==> src/rtl/boot_pkg.sv <==
package boot_pkg;
   localparam int BYTE_W = 8;

   typedef enum logic [1:0] {
      ST_LOAD   = 2'd0,
      ST_COMMIT = 2'd1,
      ST_DONE   = 2'd2
   } boot_state_e;
endpackage

==> src/rtl/boot_ser_rx.sv <==
module boot_ser_rx
   import boot_pkg::*;
#(
   parameter int SYNC_STAGES = 2
) (
   input  logic              clk,
   input  logic              rst_n,
   input  logic              sclk_in,
   input  logic              sdata_in,
   input  logic              srdy_in,
   input  logic              enable,
   input  logic              flush,
   output logic              byte_vld,
   output logic [BYTE_W-1:0] byte_val,
   output logic              rdy_rise
);
   localparam int CNT_W = $clog2(BYTE_W);

   generate
      if (SYNC_STAGES < 2) begin : g_bad_sync
         $error("SYNC_STAGES must be at least 2");
      end
   endgenerate

   logic [SYNC_STAGES-1:0] sclk_sh, sdat_sh, srdy_sh;
   logic                   sclk_prev, srdy_prev;
   logic                   sclk_s, sdat_s, srdy_s;
   logic [CNT_W-1:0]       bit_cnt;
   logic [BYTE_W-1:0]      shreg;

   generate
      for (genvar i = 0; i < SYNC_STAGES; i++) begin : g_sync
         always_ff @(posedge clk or negedge rst_n) begin
            if (!rst_n) begin
               sclk_sh[i] <= 1'b0;
               sdat_sh[i] <= 1'b0;
               srdy_sh[i] <= 1'b0;
            end else if (i == 0) begin
               sclk_sh[i] <= sclk_in;
               sdat_sh[i] <= sdata_in;
               srdy_sh[i] <= srdy_in;
            end else begin
               sclk_sh[i] <= sclk_sh[(i == 0) ? 0 : i-1];
               sdat_sh[i] <= sdat_sh[(i == 0) ? 0 : i-1];
               srdy_sh[i] <= srdy_sh[(i == 0) ? 0 : i-1];
            end
         end
      end
   endgenerate

   assign sclk_s = sclk_sh[SYNC_STAGES-1];
   assign sdat_s = sdat_sh[SYNC_STAGES-1];
   assign srdy_s = srdy_sh[SYNC_STAGES-1];

   always_ff @(posedge clk or negedge rst_n) begin
      if (!rst_n) begin
         sclk_prev <= 1'b0;
         srdy_prev <= 1'b0;
      end else begin
         sclk_prev <= sclk_s;
         srdy_prev <= srdy_s;
      end
   end

   assign rdy_rise = srdy_s & ~srdy_prev;

   always_ff @(posedge clk or negedge rst_n) begin
      if (!rst_n) begin
         bit_cnt  <= '0;
         shreg    <= '0;
         byte_vld <= 1'b0;
         byte_val <= '0;
      end else begin
         byte_vld <= 1'b0;
         if (flush) begin
            bit_cnt <= '0;
         end else if (enable && sclk_s && !sclk_prev) begin
            shreg   <= {shreg[BYTE_W-2:0], sdat_s};
            bit_cnt <= bit_cnt + 1'b1;
            if (bit_cnt == CNT_W'(BYTE_W-1)) begin
               byte_vld <= 1'b1;
               byte_val <= {shreg[BYTE_W-2:0], sdat_s};
            end
         end
      end
   end

   // a byte needs eight serial edges, so two strobes never touch
   p_byte_gap_r2: assert property (@(posedge clk) disable iff (!rst_n)
      byte_vld |=> !byte_vld);
endmodule

==> src/rtl/boot_mailbox.sv <==
module boot_mailbox
   import boot_pkg::*;
#(
   parameter int MB_ENTRIES = 8,
   parameter int MB_ENTRY_W = 16,
   parameter int INSTR_W    = 32
) (
   input  logic                                               clk,
   input  logic                                               rst_n,
   input  logic                                               byte_vld,
   input  logic [BYTE_W-1:0]                                  byte_val,
   input  logic                                               clear,
   input  logic [$clog2(MB_ENTRIES*MB_ENTRY_W/INSTR_W)-1:0]   rd_idx,
   output logic                                               full,
   output logic [INSTR_W-1:0]                                 rd_word
);
   localparam int BPE      = MB_ENTRY_W / BYTE_W;
   localparam int MB_BYTES = MB_ENTRIES * BPE;
   localparam int EPI      = INSTR_W / MB_ENTRY_W;
   localparam int IPL      = MB_ENTRIES / EPI;
   localparam int CNT_W    = $clog2(MB_BYTES + 1);

   generate
      if (MB_ENTRY_W % BYTE_W != 0 || INSTR_W % MB_ENTRY_W != 0 ||
          MB_ENTRIES % EPI != 0 || IPL < 2) begin : g_bad_shape
         $error("mailbox shape does not divide into whole instructions");
      end
   endgenerate

   logic [MB_ENTRY_W-1:0] entries [MB_ENTRIES];
   logic [CNT_W-1:0]      cnt;
   logic [INSTR_W-1:0]    words [IPL];

   assign full = (cnt == CNT_W'(MB_BYTES));

   always_ff @(posedge clk or negedge rst_n) begin
      if (!rst_n) begin
         cnt <= '0;
         for (int e = 0; e < MB_ENTRIES; e++) entries[e] <= '0;
      end else if (clear) begin
         cnt <= '0;
      end else if (byte_vld && !full) begin
         cnt <= cnt + 1'b1;
         for (int e = 0; e < MB_ENTRIES; e++)
            for (int l = 0; l < BPE; l++)
               if (cnt == CNT_W'(e*BPE + l))
                  entries[e][(BPE-1-l)*BYTE_W +: BYTE_W] <= byte_val;
      end
   end

   generate
      for (genvar k = 0; k < IPL; k++) begin : g_word
         for (genvar j = 0; j < EPI; j++) begin : g_part
            assign words[k][(EPI-1-j)*MB_ENTRY_W +: MB_ENTRY_W] = entries[k*EPI + j];
         end
      end
   endgenerate

   assign rd_word = words[rd_idx];

   // the fill count never passes the mailbox size
   p_cnt_bound_r8: assert property (@(posedge clk) disable iff (!rst_n)
      cnt <= CNT_W'(MB_BYTES));
   // a full mailbox keeps its count until it is cleared
   p_full_hold_r8: assert property (@(posedge clk) disable iff (!rst_n)
      full && !clear |=> full);
endmodule

==> src/rtl/boot_ctrl.sv <==
module boot_ctrl
   import boot_pkg::*;
#(
   parameter int PROG_WORDS = 320,
   parameter int IPL        = 4
) (
   input  logic                            clk,
   input  logic                            rst_n,
   input  logic                            rdy_rise,
   input  logic                            mb_full,
   output logic                            mb_clear,
   output logic [$clog2(IPL)-1:0]          rd_idx,
   output logic                            pram_we,
   output logic [$clog2(PROG_WORDS)-1:0]   pram_addr,
   output logic                            boot_mode,
   output logic                            core_start,
   output logic                            core_run,
   output logic                            load_err
);
   localparam int ADDR_W    = $clog2(PROG_WORDS);
   localparam int IDX_W     = $clog2(IPL);
   localparam int LAST      = PROG_WORDS - 1;
   localparam int LAST_BASE = PROG_WORDS - IPL;

   generate
      if (PROG_WORDS % IPL != 0) begin : g_bad_count
         $error("PROG_WORDS must be a whole number of mailbox loads");
      end
   endgenerate

   boot_state_e      st;
   logic [ADDR_W-1:0] base_q;
   logic [IDX_W-1:0]  widx_q;
   logic              start_q, err_q;

   assign mb_clear   = (st == ST_LOAD) && rdy_rise;
   assign rd_idx     = widx_q;
   assign pram_we    = (st == ST_COMMIT);
   assign pram_addr  = base_q + ADDR_W'(widx_q);
   assign boot_mode  = (st != ST_DONE);
   assign core_run   = (st == ST_DONE);
   assign core_start = start_q;
   assign load_err   = err_q;

   always_ff @(posedge clk or negedge rst_n) begin
      if (!rst_n) begin
         st      <= ST_LOAD;
         base_q  <= '0;
         widx_q  <= '0;
         start_q <= 1'b0;
         err_q   <= 1'b0;
      end else begin
         start_q <= 1'b0;
         unique case (st)
            ST_LOAD: begin
               if (rdy_rise) begin
                  if (mb_full) begin
                     st     <= ST_COMMIT;
                     widx_q <= '0;
                  end else begin
                     err_q <= 1'b1;
                  end
               end
            end
            ST_COMMIT: begin
               if (widx_q == IDX_W'(IPL-1)) begin
                  widx_q <= '0;
                  if (base_q == ADDR_W'(LAST_BASE)) begin
                     st      <= ST_DONE;
                     start_q <= 1'b1;
                  end else begin
                     st     <= ST_LOAD;
                     base_q <= base_q + ADDR_W'(IPL);
                  end
               end else begin
                  widx_q <= widx_q + 1'b1;
               end
            end
            default: st <= ST_DONE;
         endcase
      end
   end

   // writes stay inside the program memory
   p_addr_range_r9: assert property (@(posedge clk) disable iff (!rst_n)
      pram_we |-> pram_addr <= ADDR_W'(LAST));
   // back-to-back writes step the address by one
   p_addr_step_r4: assert property (@(posedge clk) disable iff (!rst_n)
      pram_we && $past(pram_we) |-> pram_addr == $past(pram_addr) + 1'b1);
   // start follows the write of the last word
   p_start_after_last_r6: assert property (@(posedge clk) disable iff (!rst_n)
      core_start |-> $past(pram_we) && $past(pram_addr) == ADDR_W'(LAST));
   // start is a single-cycle pulse
   p_start_pulse_r6: assert property (@(posedge clk) disable iff (!rst_n)
      core_start |=> !core_start);
   // the running indicator holds until reset
   p_run_hold_r6: assert property (@(posedge clk) disable iff (!rst_n)
      core_run |=> core_run);
   // the error flag is sticky
   p_err_hold_r5: assert property (@(posedge clk) disable iff (!rst_n)
      load_err |=> load_err);
endmodule

==> src/rtl/prog_boot_loader.sv <==
module prog_boot_loader
   import boot_pkg::*;
#(
   parameter int PROG_WORDS  = 320,
   parameter int INSTR_W     = 32,
   parameter int MB_ENTRIES  = 8,
   parameter int MB_ENTRY_W  = 16,
   parameter int SYNC_STAGES = 2,
   localparam int ADDR_W     = $clog2(PROG_WORDS)
) (
   input  logic               clk,
   input  logic               rst_n,
   input  logic               sclk_in,
   input  logic               sdata_in,
   input  logic               srdy_in,
   output logic               pram_we,
   output logic [ADDR_W-1:0]  pram_addr,
   output logic [INSTR_W-1:0] pram_wdata,
   output logic               boot_mode,
   output logic               core_start,
   output logic               core_run,
   output logic               load_err
);
   localparam int IPL   = MB_ENTRIES * MB_ENTRY_W / INSTR_W;
   localparam int IDX_W = $clog2(IPL);

   logic              byte_vld, rdy_rise, mb_full, mb_clear;
   logic [BYTE_W-1:0] byte_val;
   logic [IDX_W-1:0]  rd_idx;

   boot_ser_rx #(.SYNC_STAGES(SYNC_STAGES)) u_rx (
      .clk      (clk),
      .rst_n    (rst_n),
      .sclk_in  (sclk_in),
      .sdata_in (sdata_in),
      .srdy_in  (srdy_in),
      .enable   (boot_mode),
      .flush    (mb_clear),
      .byte_vld (byte_vld),
      .byte_val (byte_val),
      .rdy_rise (rdy_rise)
   );

   boot_mailbox #(
      .MB_ENTRIES (MB_ENTRIES),
      .MB_ENTRY_W (MB_ENTRY_W),
      .INSTR_W    (INSTR_W)
   ) u_mb (
      .clk      (clk),
      .rst_n    (rst_n),
      .byte_vld (byte_vld),
      .byte_val (byte_val),
      .clear    (mb_clear),
      .rd_idx   (rd_idx),
      .full     (mb_full),
      .rd_word  (pram_wdata)
   );

   boot_ctrl #(.PROG_WORDS(PROG_WORDS), .IPL(IPL)) u_ctrl (
      .clk        (clk),
      .rst_n      (rst_n),
      .rdy_rise   (rdy_rise),
      .mb_full    (mb_full),
      .mb_clear   (mb_clear),
      .rd_idx     (rd_idx),
      .pram_we    (pram_we),
      .pram_addr  (pram_addr),
      .boot_mode  (boot_mode),
      .core_start (core_start),
      .core_run   (core_run),
      .load_err   (load_err)
   );
endmodule

==> config.mk <==
export PLATFORM = sky130hd
export DESIGN_NAME = prog_boot_loader
export DESIGN_NICKNAME = d
export VERILOG_FILES = /design/src/rtl/boot_pkg.sv /design/src/rtl/boot_ser_rx.sv /design/src/rtl/boot_mailbox.sv /design/src/rtl/boot_ctrl.sv /design/src/rtl/prog_boot_loader.sv
export SDC_FILE = /design/constraint.sdc
export NUM_CORES = 1
export LEC_CHECK = 0
export BUFFER_PORTS_ARGS = -buffer_cell sky130_fd_sc_hd__buf_2
export CORE_MARGIN = 10
export CORE_UTILIZATION = 35
export DETAILED_ROUTE_END_ITERATION = 8
export PLACE_DENSITY_LB_ADDON = 0.3
export RECOVER_POWER = 25
export SLEW_MARGIN = 10
export SYNTH_ARGS = -nofsm -noshare
export SYNTH_HDL_FRONTEND = slang
export SYNTH_SLANG_ARGS = --single-unit
==> constraint.sdc <==
create_clock -name clk -period 2.3 [get_ports clk]
set_input_delay 0.46 -clock clk [delete_from_list [all_inputs] [get_ports clk]]
set_output_delay 0.46 -clock clk [all_outputs]
set_load 0.005 [all_outputs]
=== Word level (Yosys, flattened, before mapping) ===
Cells that the tools add are included.

* Flip-flop bits (word level): 175
* Output and inout port bits: 46
* Logic and storage cells: 126

* $add $sub $neg: 5
* $lt $le $gt $ge: 1
* Eq/ne operators: 25
* Multiplexer cells: 22
* Bitwise operators: 6
* Reduce and logical (&&, ||, !) cells: 33

{| class="wikitable"
|+ Operators with widths
! kind !! count
|-
| $bmux W32 S2 || 1
|-
| $mux W32 || 2
|-
| $reduce_and A3 Y1 || 21
|-
| $eq A5 B4 Y1 const B || 8
|-
| $eq A5 B3 Y1 const B || 4
|-
| $mux W2 || 7
|-
| $eq A5 B2 Y1 const B || 2
|-
| $mux W5 || 2
|-
| $add A9 B2 Y9 || 1
|-
| $add A9 B3 Y9 const B || 1
|-
| $eq A9 B9 Y1 const B || 1
|-
| $pmux W2 S2 || 2
|-
| $mux W1 || 6
|-
| $mux W3 || 2
|-
| $reduce_bool A2 Y1 || 3
|-
| $add A5 B1 Y5 const B || 1
|-
| $eq A5 B1 Y1 const B || 1
|-
| $eq A5 B5 Y1 const B || 1
|-
| $logic_not A5 Y1 || 1
|-
| $eq A2 B2 Y1 const B || 2
|-
| $logic_and A1 B1 Y1 || 4
|-
| $ne A2 B1 Y1 const B || 2
|-
| $ne A2 B2 Y1 const B || 2
|-
| $not A1 Y1 || 4
|-
| 10 further kinds || 11
|}

=== Depth between registers and ports, before layout ===
Gate-level depths: netlist of run 1.

* Depth after elaboration: 5
* Mapped depth: 6
* Depth with buffers taken out: 6

=== Modules after synthesis ===
A second synthesis of run 1 with hierarchy kept.

* Cells, all modules: 481
* Area total of the unflattened synthesis: 7656.1 µm²

{| class="wikitable"
|+ Modules (own cells, without submodules)
! module !! times used !! cells each !! area an instance (µm²)
|-
| boot_mailbox || 1 || 367 || 6019.5
|-
| boot_ser_rx || 1 || 56 || 1001.0
|-
| boot_ctrl || 1 || 58 || 635.6
|}

=== Worst setup path before layout of run 1 ===
OpenSTA, ideal clock, no wires.

* Kind: register to output
* Start point: register u_ctrl.widx_q[0] (netlist: u_ctrl.rd_idx[0])
* End point: output pram_wdata[10]
* Arrival: 1559 ps
* Required time: 1840 ps
* Path slack: 281 ps
* Stages on the path, launching flop included: 4
* Path buffers: 2
* Path through: dfrtp_1 clkbuf_1 buf_2 mux4_2

* Word-level cells in the longest chain between the ends: 4

{| class="wikitable"
|+ Ends and longest elaborated chain
! element !! line !! source
|-
| start, declared || boot_ctrl.sv:33 || <nowiki>logic [IDX_W-1:0] widx_q;</nowiki>
|-
| start signal, assigned || boot_ctrl.sv:76 || <nowiki>widx_q <= widx_q + 1'b1;</nowiki>
|-
| $not A2 Y3 (not written as such) || boot_mailbox.sv:59 || <nowiki>assign rd_word = words[rd_idx];</nowiki>
|-
| $bmux W32 S2 || boot_mailbox.sv:59 ||
|-
| $mux W32 (not written as such) (2 in a row) || boot_mailbox.sv:59 ||
|-
| end, declared || prog_boot_loader.sv:18 || <nowiki>output logic [INSTR_W-1:0] pram_wdata,</nowiki>
|}

No other way between the ends. The select of a mux whose other input is x is not followed.

=== Worst setup path in the final report of run 1 ===
* Start point: register u_ctrl.widx_q[0] (netlist: u_ctrl.rd_idx[0])
* End point: output pram_wdata[24]

Same word-level chain as after synthesis.

==> results.py, run 1 <==
metrics = {
    "detailed_routing": {
        "drtAntennaViolNets": 0,
        "drt_pass1_iterations": 4,
        "first_iter_violations": 216,
        "vias": 4257,
        "routed_wl_mm": 16.6,
        "drc_errors": 0,
        "wl_per_cell_um": 19.8,
        "drt-vias-per-instance": 5.08,
    },
    "yosys": {
        "postSynthAreaPerCell_um2": 16.0,
        "synth_top_family_by_area": "multiplexers",
        "synth_ff_type": "dfrtp_1",
        "yosysTopAreaCellShare": 0.570,
        "ys_types": 40,
        "ys_warn_count": 0,
        "synth-xor-area-share": 0.00922,
        "muxShareOfSynthArea": 0.311,
        "synth_seq_cells": 173,
        "synthTopCellsByArea": "dfrtp_1 (57%), mux2_2 (21%), mux4_2 (9.5%)",
        "synth_area_mm2": 0.00760,
        "syn_nets": 490,
        "yosys.area_share.simple": 0.0674,
        "synth_commonest_cells": "dfrtp_1 (173), mux2_2 (139), mux4_2 (32)",
        "synth.most_common_cell": "dfrtp_1",
        "syn_inst": 475,
        "synth_edf_count": 0,
        "yosysTopAreaCell": "dfrtp_1",
        "yosysSeqAreaShare": 0.570,
        "synth_compound_area_frac": 0.0114,
        "async_reset_ff_frac": 1.00,
        "synthAdderAreaFrac": 0.0165,
    },
    "critical_path": {
        "worstPathArrival_ns": 1.83,
        "crit_fanout": 6,
        "start_kind": "flip-flop",
        "slowest_delay_ns": 0.52,
        "crit_path_top_delay_cell": "mux4_2",
        "critPathBufInv": 2,
        "reg2regPathDepth": 6,
        "worstSetupPathType": "reg -> out",
        "reg2reg_to": "u_mb.entries[2]",
        "rr_startpoint": "u_mb.cnt[0]",
        "crit_chain": "bufbuf_16 -> mux4_2 -> buf_2",
        "rrSetupSlack_ns": 0.19,
        "cp.required_ns": 1.84,
        "critPathCaptureType": "output port",
        "cp_top_family": "multiplexers",
    },
    "power": {
        "p_sw_mw": 1.55,
        "p_per_area_mw_per_mm2": 748,
        "power_frac_seq": 0.476,
        "pwr-share-comb": 0.108,
        "p_clk_frac": 0.416,
        "vdd_drop_max_mv": 0.474,
        "p_int_mw": 5.16,
        "p_sw_frac": 0.231,
        "fin_total_pwr_mw": 6.71,
        "p_leak_nw": 4.37,
    },
    "timing": {
        "setup_ws_ns": 0.0127,
        "worstMarginPinSlew_ns": 1.58,
        "finalHoldViolCount": 0,
        "final.setup.tns_ns": 0,
        "whs_ns": 0.146,
        "timing.fmax_mhz": 437,
        "rsz0062_at_grt": "true",
        "finalCriticalPeriod_ns": 2.29,
        "setup_violations": 0,
        "finalMaxSlewViolations": 63,
        "period_share": 0.994,
        "skew_ns": 0.0102,
        "slew_headroom": -0.0563,
    },
    "clock_tree": {
        "cts-root-buf": "clkbuf_16",
        "cts_buffers": 17,
        "cts_tree": "built",
        "htreeDepth": 4,
        "path_clk_slew_ns": 0.07,
        "clk-insertion-delay-late_ns": 0.42,
        "clock_sinks": 173,
        "cts.path.max_buffers": 2,
    },
    "floorplanning": {
        "die_y_um": 167,
        "die_area_mm2": 0.0280,
        "num_io_pins": 51,
        "num_rows": 53,
        "core_mm2": 0.0212,
        "die_w_um": 167,
        "start_util": 0.358,
    },
    "hold_path": {
        "min_to": "u_rx.srdy_sh[0]",
        "min-delay-start": "srdy_in",
        "hold_class": "in -> reg",
        "hold_depth": 1,
    },
    "place": {
        "dp_hpwl_mm": 10.7,
        "placedInstanceArea_mm2": 0.00832,
        "dp.cells": 798,
        "io_buffers": 50,
        "place_ws_ns": 0.206,
        "gp_congestion": 0.774,
    },
    "finish": {
        "design_area_mm2": 0.00897,
        "antenna_cells": 0,
        "fin_nets": 565,
        "drive_above_1_share": 0.533,
        "utilization": 0.423,
        "seqCellArea_mm2": 0.00433,
        "fill_cells": 1907,
        "multiInputGateArea_mm2": 0.00316,
        "area_growth_pct": 18.1,
        "fin_cells": 838,
    },
    "outcome": {
        "violations": "capacitance limit, slew limit",
        "status": "finished, violations left",
    },
    "global_routing": {
        "grt_pass1_vias": 4770,
        "grt_pass1_wl_mm": 27.1,
        "grt_max_degree": 63,
        "antenna_found_initial": 0,
        "grt.total_usage": 0.122,
        "grt.overflow.total": 0,
    },
    "flow_run": {
        "max_cap_violations": 1,
    },
}
cells by family (layout without fill, tap and decap cells):
group                      after synthesis  count (layout)
and+or+nand+nor                         65              65
DFF                                    173             173
xor gates and xnor gates                 8               8
adders and majority gates               10              10
AOI/OAI and AO/OA                       14              14
buffers and inverters                   27             115
muxes                                  178             178
layout make-up:
cell class                 count  area share
tap                          275      0.0383
sequential                   173       0.483
inverter                       6     0.00251
multi-input combinational    275       0.352
clock buffer                  23      0.0510
clock inverter                 9      0.0124
timing repair buffer          77      0.0613
power by group through the flow:
| stage | combinational, mW | clock (mW) | sequential [mW] |
|---|---|---|---|
| floorplan | 0.340 | 0 | 3.21 |
| global placement | 0.528 | 0 | 3.25 |
| detailed placement | 0.539 | 0 | 3.26 |
| CTS | 0.688 | 2.86 | 3.20 |
| global route | 0.788 | 2.99 | 3.20 |
| finish | 0.726 | 2.79 | 3.19 |
flip-flops by register name, indices dropped and copies added, names as in the netlist:
name               flops
u_ctrl.rd_idx          2
u_mb.entries         128
u_mb.cnt               5
u_rx.sdat_sh           1
u_ctrl.core_start      1
u_rx.byte_val          8
u_rx.srdy_sh           1
u_ctrl.st              2
u_rx.srdy_prev         1
u_rx.sclk_prev         1
u_rx.sclk_sh           1
u_rx.byte_vld          1
u_rx.bit_cnt           3
u_ctrl.load_err        1
u_rx.shreg             7
u_ctrl.base_q          7
u_rx.srdy_s            1
u_rx.sclk_s            1
u_rx.sdat_s            1
how the worst max path moves through the flow:
stage	startpoint	end	slack [ns]	cells after the start
after global placement	u_mb.cnt[0]	u_mb.entries[3]	0.32	6
after CTS	u_ctrl.rd_idx[0]	pram_wdata[30]	-0.05	4
final	u_ctrl.rd_idx[0]	pram_wdata[24]	0.01	3
after detailed placement	u_mb.cnt[0]	u_mb.entries[3]	0.21	6
after floorplan	u_ctrl.rd_idx[0]	pram_wdata[10]	0.28	3
after global routing	u_ctrl.rd_idx[0]	pram_wdata[30]	-0.06	4
layer usage:
metal | wire length [um] | global-route usage
met3 | 609 | 0.0314
met5 | 0 | 0
met2 | 8340 | 0.203
met4 | 234 | 0.0394
met1 | 7420 | 0.151
repair_timing:
action,4_1_cts,5_1_grt
gates resized for setup,1,0
cloned,2,1
setup buffers,3,2
endpoints found under the setup margin,17,22
hold buffers,0,0
endpoints found under the hold margin,0,0
layout by cell type (no fill, tap or decap), types with 3 or more instances in the layout:
cell / instances
a21oi_1: 3
and3_1: 3
buf_12: 3
buf_2: 49
buf_4: 18
clkbuf_1: 5
clkbuf_16: 18
dfrtp_1: 172
ha_1: 10
inv_1: 5
mux2_1: 6
mux2_2: 139
mux4_2: 32
nand2_1: 12
nand2b_1: 3
nand3_4: 4
nor2_1: 9
nor2_2: 7
nor2_4: 4
nor2b_1: 4
nor3_1: 3
o21ai_0: 5
xnor2_1: 3
xor2_1: 5
Note: power is estimated with default switching activity, not from simulation.
==> run 2: changes to the inputs <==
CORE_ASPECT_RATIO = 1.2   (was unset)
CORE_MARGIN = 5   (was 10)
PLACE_DENSITY = 0.59   (was unset)
PLACE_DENSITY_LB_ADDON = unset   (was 0.3)
==> run 2 against run 1 <==
  * The run now ends clean
  * Final area decreased by 0.82%
  * Clock skew increased by 0.0027 ns
  * Worst setup slack improved by 0.043 ns
  * Critical path depth unchanged
  * Sequential power about the same
  * Utilization decreased by 1.0 points
  * Combinational power decreased by 28%
  * Via count decreased by 2.1%
  * First-iteration DRC count decreased by 12%
  * Highest routed layer unchanged
==> results.py, run 2 (synthesis gave the netlist of run 1 again) <==
metrics = {
    "detailed_routing": {
        "wl_met1_mm": 6.68,
        "vias": 4167,
        "wl_met3_um": 445,
        "topRoutingLayerUsed": "met4",
        "wl_met2_mm": 8.24,
        "drt_pass1_iterations": 4,
        "drtAntennaViolNets": 0,
        "drc_errors": 0,
        "routed_wl_mm": 15.5,
        "wl_per_cell_um": 18.7,
        "drt-vias-per-instance": 5.01,
        "first_iter_violations": 191,
    },
    "global_routing": {
        "grt_max_degree": 57,
        "antenna_found_initial": 0,
        "grt_pass1_vias": 4642,
        "grt_pass1_wl_mm": 25.6,
        "grt.total_usage": 0.135,
        "grt.overflow.total": 0,
    },
    "critical_path": {
        "worstPathArrival_ns": 1.78,
        "start_kind": "flip-flop",
        "rr_startpoint": "u_mb.cnt[0]",
        "worstSetupPathType": "reg -> out",
        "cp.required_ns": 1.84,
        "reg2reg_to": "u_mb.entries[3]",
        "crit_fanout": 20,
        "crit_start": "u_ctrl.rd_idx[0]",
        "reg2regPathDepth": 6,
        "rrSetupSlack_ns": 0.20,
        "critPathCaptureType": "output port",
    },
    "timing": {
        "rsz0062_at_grt": "true",
        "slew_headroom": 0.118,
        "skew_ns": 0.0129,
        "finalCriticalPeriod_ns": 2.24,
        "worstMarginPinSlew_ns": 1.32,
        "period_share": 0.976,
        "finalMaxSlewViolations": 0,
        "setup_violations": 0,
        "timing.fmax_mhz": 446,
        "whs_ns": 0.131,
        "finalHoldViolCount": 0,
    },
    "finish": {
        "antenna_cells": 0,
        "fin_nets": 559,
        "seqCellArea_mm2": 0.00433,
        "largest_reg_flops": 128,
        "area_growth_pct": 17.2,
        "fin_cells": 831,
        "final_common_cell": "dfrtp_1",
        "drive_above_1_share": 0.533,
        "final_cell_mix": "dfrtp_1 (172), mux2_2 (139), buf_2 (49)",
        "utilization": 0.413,
        "top_regs": "u_mb.entries x128, u_rx.byte_val x8",
        "multiInputGateArea_mm2": 0.00316,
        "fill_cells": 1992,
        "regMostFlops": "u_mb.entries",
    },
    "clock_tree": {
        "cts-root-buf": "clkbuf_16",
        "htreeDepth": 4,
        "path_clk_slew_ns": 0.07,
        "cts_tree": "built",
        "cts_setup_buffers": 0,
        "clk-insertion-delay-late_ns": 0.43,
        "cts_buffers": 17,
        "cts.path.max_buffers": 2,
        "clock_sinks": 173,
    },
    "place": {
        "dp_hpwl_mm": 10.4,
        "dp.cells": 798,
        "io_buffers": 50,
        "gp_congestion": 0.812,
    },
    "hold_path": {
        "hold_depth": 1,
        "min-delay-start": "srdy_in",
        "hold_class": "in -> reg",
        "min_to": "u_rx.srdy_sh[0]",
    },
    "flow_run": {
        "max_cap_violations": 0,
    },
    "power": {
        "vdd_drop_max_mv": 0.645,
        "p_leak_nw": 4.33,
        "pwr-share-comb": 0.080,
        "p_per_area_mw_per_mm2": 738,
        "p_sw_mw": 1.65,
        "fin_total_pwr_mw": 6.57,
        "power_frac_seq": 0.485,
        "p_sw_frac": 0.251,
        "p_int_mw": 4.92,
        "p_clk_frac": 0.435,
    },
    "floorplanning": {
        "num_io_pins": 51,
        "die_w_um": 144,
        "num_rows": 59,
        "core_mm2": 0.0216,
        "start_util": 0.352,
        "die_y_um": 171,
        "die_area_mm2": 0.0248,
    },
    "outcome": {
        "status": "finished clean",
    },
}
run 2: changes by cell type in the layout (fill, tap and decap cells not counted), moves of 2 or more:
cell | before | now
inv_6 | 1 | 7
clkbuf_4 | 2 | 0
clkbuf_1 | 5 | 1
clkinv_2 | 2 | 0
buf_4 | 18 | 12
inv_8 | 0 | 3
run 2: final cells by class:
cell class | count | area share
Sequential cell | 173 | 0.487
Multi-Input combinational cell | 275 | 0.355
Inverter | 6 | 0.00253
Clock buffer | 17 | 0.0478
Clock inverter | 15 | 0.0187
Timing Repair Buffer | 71 | 0.0512
Tap cell | 274 | 0.0385
run 2: power by group through the flow:
stage | logic, mW | clock network [mW] | registers, mW
finish | 0.525 | 2.86 | 3.18
global route | 0.588 | 3.07 | 3.19
CTS | 0.541 | 2.93 | 3.18
detailed placement | 0.529 | 0 | 3.24
global placement | 0.520 | 0 | 3.23
floorplan | 0.340 | 0 | 3.21
run 2: routing by layer:
layer,global-route usage,up-vias
li1,-,1892
met1,0.171,2213
met2,0.235,48
met3,0.0292,14
met4,0.0353,0
met5,0,-
run 2: critical path, stage by stage (launching register included):
cell and delay (ns):
dfrtp_2 0.42, buf_12 0.22, mux4_2 0.55, buf_2 0.15
run 2: per-stage QoR:
stage | setup WS (ns) | cell area [um^2] | TNS [ns]
3_5_place_dp | 0.205 | 8310 | 0
4_1_cts | 0.0123 | 8920 | 0
2_1_floorplan | 0.281 | 7600 | 0
5_1_grt | -0.0178 | 8900 | -0.0574
3_3_place_gp | 0.314 | 8310 | 0
6_report | 0.0555 | 8900 | 0
run 2: worst max-delay path by stage:
stage	end	slack (ns)	depth (start not counted)
after floorplan	pram_wdata[10]	0.28	3
after global placement	u_mb.entries[3]	0.31	6
after detailed placement	u_mb.entries[3]	0.20	6
after CTS	pram_wdata[0]	0.01	3
after global routing	pram_wdata[26]	-0.02	3
final	pram_wdata[26]	0.06	3
run 2: timing repair:
item / CTS / global route
endpoints found under the hold margin: 16 / 0
endpoints found under the setup margin: 16 / 15
gates resized for setup: 2 / 1
hold buffers: 1 / 0
==> run 3: changes to the inputs <==
CORE_ASPECT_RATIO = 1.4   (was 1.2)
CTS_CLUSTER_SIZE = 14   (was unset)
==> run 3 against run 2 <==
  * The flow now finishes with violations (capacitance limit, slew limit)
  * Sequential share of layout area decreased by 0.15 points
  * Register-to-register slack improved by 0.03 ns
  * Final cell count decreased by 1.1%
  * Die area increased by 0.12%
  * Maximum frequency increased by 0.14%
  * Utilization increased by 0.66 points
  * Total power decreased by 1.1%
  * Worst setup slack improved by 0.0031 ns
  * Worst hold slack improved by 0.0094 ns
  * Combinational power increased by 26%
  * Clock skew about the same
  * Critical path type unchanged
  * Flip-flop and latch count unchanged
==> results.py, run 3 (synthesis gave the netlist of run 1 again) <==
metrics = {
    "hold_path": {
        "hold_class": "in -> reg",
    },
    "global_routing": {
        "grt.total_usage": 0.135,
        "grt_pass1_wl_mm": 25.9,
        "antenna_found_initial": 0,
        "grt.overflow.total": 0,
        "grt_max_degree": 69,
        "grt_pass1_vias": 4762,
    },
    "detailed_routing": {
        "drt-vias-per-instance": 5.13,
        "wl_per_cell_um": 19.3,
        "drt_pass1_iterations": 4,
        "routed_wl_mm": 15.8,
        "drc_errors": 0,
        "vias": 4213,
        "first_iter_violations": 200,
        "drtAntennaViolNets": 0,
    },
    "critical_path": {
        "critPathBufInv": 3,
        "crit_path_top_delay_cell": "mux4_2",
        "cp.required_ns": 1.84,
        "slowest_delay_ns": 0.54,
        "worstSetupPathType": "reg -> out",
        "critPathCaptureType": "output port",
        "start_kind": "flip-flop",
        "crit_fanout": 10,
        "cp_top_family": "multiplexers",
        "crit_chain": "buf_12 -> buf_12 -> mux4_2 -> buf_2",
        "crit_top_cell": "buf_12",
        "worstPathArrival_ns": 1.78,
    },
    "finish": {
        "largest_reg_flops": 128,
        "fin_nets": 564,
        "seqCellArea_mm2": 0.00433,
        "top_regs": "u_mb.entries x128, u_rx.byte_val x8",
        "antenna_cells": 0,
        "drive_above_1_share": 0.539,
        "fill_cells": 1923,
        "final_cell_mix": "dfrtp_1 (172), mux2_2 (139), buf_2 (49)",
        "design_area_mm2": 0.00893,
        "regMostFlops": "u_mb.entries",
        "multiInputGateArea_mm2": 0.00316,
        "final_common_cell": "dfrtp_1",
        "area_growth_pct": 17.5,
    },
    "floorplanning": {
        "num_io_pins": 51,
        "die_w_um": 135,
        "core_mm2": 0.0213,
        "start_util": 0.357,
        "die_y_um": 184,
        "die_area_mm2": 0.0248,
        "num_rows": 63,
    },
    "timing": {
        "worstMarginPinSlew_ns": 1.82,
        "whs_ns": 0.140,
        "finalHoldViolCount": 0,
        "rsz0062_at_grt": "true",
        "skew_ns": 0.0125,
        "finalCriticalPeriod_ns": 2.24,
        "slew_headroom": -0.210,
        "setup_ws_ns": 0.0586,
        "period_share": 0.975,
        "finalMaxSlewViolations": 67,
        "setup_violations": 0,
        "timing.fmax_mhz": 446,
    },
    "place": {
        "placedInstanceArea_mm2": 0.00831,
        "io_buffers": 50,
        "gp_congestion": 0.815,
        "dp_hpwl_mm": 10.6,
        "place_ws_ns": 0.209,
    },
    "power": {
        "vdd_drop_max_mv": 0.479,
        "p_int_mw": 4.90,
        "p_per_area_mw_per_mm2": 728,
        "p_clk_frac": 0.408,
        "p_sw_mw": 1.60,
        "p_leak_nw": 4.34,
        "pwr-share-comb": 0.102,
        "power_frac_seq": 0.490,
        "p_sw_frac": 0.246,
    },
    "flow_run": {
        "max_cap_violations": 1,
    },
    "clock_tree": {
        "cts_buffers": 17,
        "path_clk_slew_ns": 0.07,
        "cts_tree": "built",
        "cts.path.max_buffers": 2,
        "cts_resized": 0,
        "clock_sinks": 173,
        "cts-root-buf": "clkbuf_16",
        "clk-insertion-delay-late_ns": 0.43,
        "htreeDepth": 4,
    },
    "outcome": {
        "status": "finished, violations left",
        "violations": "capacitance limit, slew limit",
    },
}
-- run 3: cell types whose count changed in the layout (fill, tap and decap cells not counted), sizes merged --
cell	before	now
inv	16	9
buf	66	71
clkinvlp	1	5
clkbuf	21	24
clkinv	3	5
bufinv	1	0
dlygate4sd3	1	0
-- run 3: cell type report --
class,instances,area share
Clock buffer,19,0.0496
Clock inverter,13,0.0125
Inverter,6,0.00252
Multi-Input combinational cell,275,0.354
Sequential cell,173,0.485
Tap cell,260,0.0364
Timing Repair Buffer,76,0.0603
-- run 3: per-stage QoR --
step | util | TNS, ns | std cells | power [mW]
2_1_floorplan | - | 0 | 475 | 3.55
3_3_place_gp | 0.390 | 0 | 786 | 3.78
3_5_place_dp | 0.390 | 0 | 786 | 3.79
4_1_cts | 0.416 | 0 | 818 | 6.46
5_1_grt | 0.419 | -0.0369 | 822 | 6.79
6_report | 0.419 | 0 | 822 | 6.50
-- run 3: final timing paths --
path / start / slack (ns) / end / cells after the start
setup reg to reg: u_mb.cnt[0] / 0.23 / u_mb.entries[3] / 6
max in group asynchronous: rst_n / 0.57 / u_ctrl.rd_idx[0] / 1
hold reg to reg: u_rx.sclk_sh[0] / 0.35 / u_rx.sclk_s / 0
hold / removal: sclk_in / 0.14 / u_rx.sclk_sh[0] / 1
setup / recovery: u_ctrl.rd_idx[0] / 0.06 / pram_wdata[7] / 4
min in group asynchronous: rst_n / 0.53 / u_mb.entries[120] / 1
-- run 3: power groups by stage --
| stage | Clock, mW | Sequential [mW] | Combinational (mW) |
|---|---|---|---|
| 6_report | 2.65 | 3.18 | 0.664 |
| 4_1_cts | 2.72 | 3.19 | 0.554 |
| 3_5_place_dp | 0 | 3.24 | 0.550 |
| 5_1_grt | 2.87 | 3.19 | 0.733 |
| 2_1_floorplan | 0 | 3.21 | 0.340 |
| 3_3_place_gp | 0 | 3.24 | 0.544 |
-- run 3: per-layer routing --
layer | vias up | global-route usage | routed length (um)
met3 | 18 | 0.0325 | 511
met2 | 63 | 0.238 | 8310
met4 | 0 | 0.0456 | 295
met5 | - | 0 | 0
li1 | 1897 | - | -
met1 | 2235 | 0.162 | 6710
-- run 3: worst register-to-register path, cell delays in order (launching register included) --
cell	delay (ns)
dfrtp_1	0.47
inv_1	0.10
ha_1	0.26
and4bb_2	0.29
nor2b_2	0.23
nand3_2	0.23
mux2_1	0.38
-- run 3: what timing repair did --
item                       CTS  global route
setup endpoints to repair    0             2
hold endpoints to repair     0             0
hold buffers                 0             0
setup buffers                0             2
